**src/rtl/ssg_pkg.sv**
```systemverilog
package ssg_pkg;

  // Widest register the shared step function supports.
  localparam int unsigned MAX_W = 31;

  // Per-cycle advance strobes for the three registers.
  typedef struct packed {
    logic ctl;
    logic dat_b;
    logic dat_c;
  } step_t;

  // One Fibonacci step of a w-bit register with taps at stages w and t.
  // Bits shift toward the MSB; the new LSB is s[w-1] ^ s[t-1].
  function automatic logic [MAX_W-1:0] fib_next(input logic [MAX_W-1:0] s,
                                                input int unsigned w,
                                                input int unsigned t);
    logic             fb;
    logic [MAX_W-1:0] keep;
    keep = (MAX_W'(1) << w) - MAX_W'(1);
    fb   = s[w-1] ^ s[t-1];
    return ((s << 1) | {{(MAX_W-1){1'b0}}, fb}) & keep;
  endfunction

  // Replace an all-zero seed by the register's nonzero default.
  function automatic logic [MAX_W-1:0] seed_fix(input logic [MAX_W-1:0] s,
                                                input logic [MAX_W-1:0] dflt);
    return (s == '0) ? dflt : s;
  endfunction

endpackage

```
**src/rtl/ssg_lfsr.sv**
```systemverilog
module ssg_lfsr
  import ssg_pkg::*;
#(
  parameter int unsigned W    = 7,
  parameter int unsigned T    = 6,
  parameter int unsigned DFLT = 1
) (
  input  logic         clk,
  input  logic         rst,
  input  logic         step,
  input  logic         load,
  input  logic [W-1:0] seed,
  output logic [W-1:0] state,
  output logic         msb
);

  localparam logic [W-1:0] DFLT_V = W'(DFLT);

  logic [MAX_W-1:0] wide_next;
  logic [MAX_W-1:0] wide_seed;
  logic [W-1:0]     nxt;
  logic [W-1:0]     seed_ok;

  assign wide_next = fib_next(MAX_W'(state), W, T);
  assign wide_seed = seed_fix(MAX_W'(seed), MAX_W'(DFLT_V));
  assign nxt       = wide_next[W-1:0];
  assign seed_ok   = wide_seed[W-1:0];
  assign msb       = state[W-1];

  always_ff @(posedge clk) begin
    if (rst)       state <= DFLT_V;
    else if (load) state <= seed_ok;
    else if (step) state <= nxt;
  end

endmodule

```
**src/rtl/ssg_steer.sv**
```systemverilog
module ssg_steer
  import ssg_pkg::*;
(
  input  logic  rst,
  input  logic  en,
  input  logic  load,
  input  logic  ctl_bit,
  output step_t step
);

  always_comb begin
    step.ctl   = en & ~load & ~rst;
    step.dat_b = step.ctl &  ctl_bit;
    step.dat_c = step.ctl & ~ctl_bit;
  end

endmodule

```
**src/rtl/ssg_keystream.sv**
```systemverilog
module ssg_keystream
  import ssg_pkg::*;
#(
  parameter int unsigned A_LEN = 7,
  parameter int unsigned A_TAP = 6,
  parameter int unsigned B_LEN = 9,
  parameter int unsigned B_TAP = 5,
  parameter int unsigned C_LEN = 11,
  parameter int unsigned C_TAP = 9
) (
  input  logic             clk,
  input  logic             rst,
  input  logic             en,
  input  logic             load,
  input  logic [A_LEN-1:0] seed_a,
  input  logic [B_LEN-1:0] seed_b,
  input  logic [C_LEN-1:0] seed_c,
  output logic             bit_out,
  output logic             bit_valid
);

  step_t            step;
  logic [A_LEN-1:0] a_state;
  logic [B_LEN-1:0] b_state;
  logic [C_LEN-1:0] c_state;
  logic             a_msb;
  logic             b_msb;
  logic             c_msb;
  logic             mix_bit;

  ssg_steer u_steer (
    .rst     (rst),
    .en      (en),
    .load    (load),
    .ctl_bit (a_msb),
    .step    (step)
  );

  ssg_lfsr #(.W(A_LEN), .T(A_TAP), .DFLT(1)) u_ctl (
    .clk (clk), .rst (rst), .step (step.ctl), .load (load),
    .seed (seed_a), .state (a_state), .msb (a_msb)
  );

  ssg_lfsr #(.W(B_LEN), .T(B_TAP), .DFLT(1)) u_dat_b (
    .clk (clk), .rst (rst), .step (step.dat_b), .load (load),
    .seed (seed_b), .state (b_state), .msb (b_msb)
  );

  ssg_lfsr #(.W(C_LEN), .T(C_TAP), .DFLT(1)) u_dat_c (
    .clk (clk), .rst (rst), .step (step.dat_c), .load (load),
    .seed (seed_c), .state (c_state), .msb (c_msb)
  );

  assign mix_bit = b_msb ^ c_msb;

  always_ff @(posedge clk) begin
    if (rst) begin
      bit_out   <= 1'b0;
      bit_valid <= 1'b0;
    end else if (step.ctl) begin
      bit_out   <= mix_bit;
      bit_valid <= 1'b1;
    end
  end

endmodule

```
**config.mk**
```make
export PLATFORM = sky130hd
export DESIGN_NAME = ssg_keystream
export DESIGN_NICKNAME = d
export VERILOG_FILES = /design/src/rtl/ssg_pkg.sv /design/src/rtl/ssg_lfsr.sv /design/src/rtl/ssg_steer.sv /design/src/rtl/ssg_keystream.sv
export SDC_FILE = /design/constraint.sdc
export NUM_CORES = 1
export LEC_CHECK = 0
export BUFFER_PORTS_ARGS = -buffer_cell sky130_fd_sc_hd__buf_2
export CAP_MARGIN = 20
export CORE_UTILIZATION = 35
export CTS_BUF_LIST = sky130_fd_sc_hd__clkbuf_4 sky130_fd_sc_hd__clkbuf_8
export DETAILED_ROUTE_END_ITERATION = 8
export PLACE_DENSITY = 0.6
export SLEW_MARGIN = 30
export SYNTH_ARGS = -nofsm -noshare
export SYNTH_HDL_FRONTEND = slang
export SYNTH_SLANG_ARGS = --single-unit
```
**constraint.sdc**
```tcl
create_clock -name clk -period 1.6 [get_ports clk]
set_input_delay 0.24 -clock clk [delete_from_list [all_inputs] [get_ports clk]]
set_output_delay 0.24 -clock clk [all_outputs]
set_load 0.05 [all_outputs]
```
==> flow_metrics.py <==
metrics = {
    "outcome": {
        "outcome": "finished, final reports clean",
    },
    "timing": {
        "tns_ns": 0,
        "fin_skew_ns": 0.00685,
        "slew_viol_final": 0,
        "finalCriticalPeriod_ns": 1.39,
        "rsz0062_at_grt": "no",
        "worst_slew_pin_slew_ns": 0.318,
        "hold_ws_ns": 0.215,
        "period_share_pct": 86.7,
        "worst_slack_ns": 0.212,
        "relSlewSlack_pct": 78.6,
        "hold_viol_final": 0,
        "setup_violations": 0,
        "fmax_mhz": 721,
    },
    "final_layout": {
        "areaGrowthSynthToFinish_pct": 25.3,
        "fin_util_pct": 46.4,
        "layout-drive-gt1-share_pct": 25.7,
        "nNetsFinal": 217,
        "fill_cells": 374,
        "diodes": 0,
    },
    "detailed_routing": {
        "drc": 0,
        "drtAntennaViolNets": 0,
        "post_drt_wl_per_cell_um": 12.3,
        "drtIter0Drc": 60,
        "dr_total_vias": 1204,
        "avgViaCountPerCell": 5.12,
        "wl_mm": 2.90,
        "dr.pass1.iters": 4,
    },
    "setup_path": {
        "arrival_ns": 1.57,
        "required_ns": 1.79,
        "rrSetupSlack_ns": 0.21,
        "r2r-start": "u_ctl.state[6]",
        "endpoint_kind": "flip-flop",
        "worstPathMaxFanout": 10,
        "r2r-end": "u_dat_c.state[2]",
        "worstSetupPathType": "flip-flop to flip-flop",
        "start_kind": "flip-flop",
        "r2r_cells": 3,
    },
    "floorplanning": {
        "die_y_um": 64.7,
        "ioPinCount": 33,
        "die_area_mm2": 0.00419,
        "start_util_pct": 37.0,
        "core-area_mm2": 0.00372,
        "die_x_um": 64.7,
        "rows": 22,
    },
    "placement": {
        "port_buffers": 32,
        "place_congestion": 0.775,
        "post-place-ws_ns": 0.0400,
        "post-dp-hpwl_mm": 2.23,
    },
    "yosys": {
        "ys_types": 26,
        "synth_edf_count": 0,
        "synthCells": 152,
        "synth.most_common_cell": "dfxtp_1",
        "synth_top_area_share_pct": 42.2,
        "synthArstFlopShare_pct": 0,
        "synth_nets": 183,
        "seq_area_frac_synth_pct": 42.2,
        "syn_area_mm2": 0.00138,
        "synth_largest_area_cell": "dfxtp_1",
        "synth_seq_cells": 29,
        "synth_common_cells": "29 x dfxtp_1, 24 x nor2_1, 19 x a211oi_1, 19 x mux2i_1, 13 x nand2_1",
        "syn_avg_cell_area_um2": 9.05,
        "synthTopCellsByArea": "dfxtp_1 42%, mux2i_1 14%, a211oi_1 10%",
        "synth_ff_type": "dfxtp_1",
        "yosysWarnings": 0,
    },
    "pwr": {
        "power.leakage_uw": 0.000810,
        "power.density_mw_per_mm2": 1130,
        "power_frac_comb_pct": 12.5,
        "power_frac_clock_pct": 46.1,
        "peakVddDrop_mv": 0.465,
        "p_total_uw": 1950,
        "power_frac_seq_pct": 41.4,
        "switching_share_pct": 22.6,
        "p_sw_uw": 441,
        "internal_power_uw": 1510,
    },
    "grt": {
        "grt_use_total_pct": 15.6,
        "grt_pass1_wl_mm": 4.97,
        "antenna_found_initial": 0,
        "grt_overflow": 0,
        "grt_max_degree": 21,
        "grt_pass1_vias": 1186,
    },
    "hold_path": {
        "hp-start": "seed_a[3]",
        "min_path_cells": 3,
        "hold_class": "input port to flip-flop",
        "min_to": "u_ctl.state[3]",
    },
    "clocking": {
        "cts_tree": "done",
        "clockBufferDepth": 2,
        "clk_pin_slew_worst_paths_ns": 0.07,
        "cts_buffers": 5,
        "clock_sinks": 29,
        "htreeDepth": 2,
        "clk_latency_ns": 0.28,
        "root_buffer": "clkbuf_8",
    },
    "job": {
        "cap_violations": 0,
    },
}
[cells by family (layout without fill, tap and decap cells)]
family,Yosys count,after routing,synth area share (%)
buffers and inverters,12,47,4.18
AND/OR/NAND/NOR,50,50,16.0
flip-flops,29,29,42.2
XOR/XNOR,4,4,2.55
AO/OA/AOI/OAI,32,32,16.4
multiplexers,25,25,18.7
[stage by stage]
step / std cells / instance area [um2]
after floorplan: 152 / 1380
after global placement: 227 / 1590
after detailed placement: 227 / 1590
after CTS: 235 / 1720
after global routing: 235 / 1720
final: 235 / 1720
[area by class of cell]
type,count,area [um2],share of cell area [%]
well taps,48,60.1,3.48
clock buffers,5,68.8,3.99
flip-flops and latches,29,581,33.7
multi-input cells,111,741,43.0
clock inverters,3,65.1,3.77
repair buffers,38,205,11.9
inverters,1,3.75,0.218
[worst max-delay path, cell delays in order (launching register included)]
cell	delay [ns]
dfxtp_1	0.36
or3b_4	0.52
mux2i_1	0.15
a211oi_1	0.26
[worst max-delay path by stage]
stage                   startpoint                 to  slack (ns)  depth (start not counted)
floorplan           u_ctl.state[6]  u_dat_c.state[10]        0.33                          4
global placement    u_ctl.state[6]   u_dat_c.state[7]        0.12                          3
detailed placement  u_ctl.state[6]   u_dat_c.state[2]        0.04                          3
CTS                 u_ctl.state[6]   u_dat_c.state[2]        0.02                          3
global route        u_ctl.state[6]   u_dat_c.state[2]        0.12                          3
finish              u_ctl.state[6]   u_dat_c.state[2]        0.21                          3
[power groups by stage]
stage	Combinational (uW)	Clock [uW]	Sequential [uW]
after floorplan	153	0	825
after global placement	235	0	821
after detailed placement	243	0	823
after CTS	244	913	807
after global routing	270	954	814
final	243	900	807
[per-layer routing]
metal	global-route usage, %	wire length, um	vias to the layer above
li1	-	-	617
met1	17.7	1380	550
met2	25.7	1320	29
met3	4.58	136	8
met4	9.44	61	0
met5	0	0	-
[timing repair]
| item | 4_1_cts | 5_1_grt |
|---|---|---|
| setup endpoints to repair | 0 | 2 |
| buffers inserted | 0 | 0 |
| resized for setup | 0 | 1 |
| hold buffers | 0 | 0 |
[sequential cells by signal, indices dropped and copies added, names as in the netlist]
signal and count:
u_ctl.state 7, bit_valid 1, u_dat_b.state 9, bit_out 1
u_dat_c.state 11
[placed cells by master (no fill, tap or decap), drive strengths merged, types with 5 or more instances in the layout]
cell type  Yosys  routed
a211oi        19      19
a21oi          7       7
buf            5      38
clkbuf         6       5
dfxtp         29      29
mux2           6       6
mux2i         19      19
nand2         13      13
nor2          24      24
nor4           5       5
Note: power is estimated with default switching activity, not from simulation.
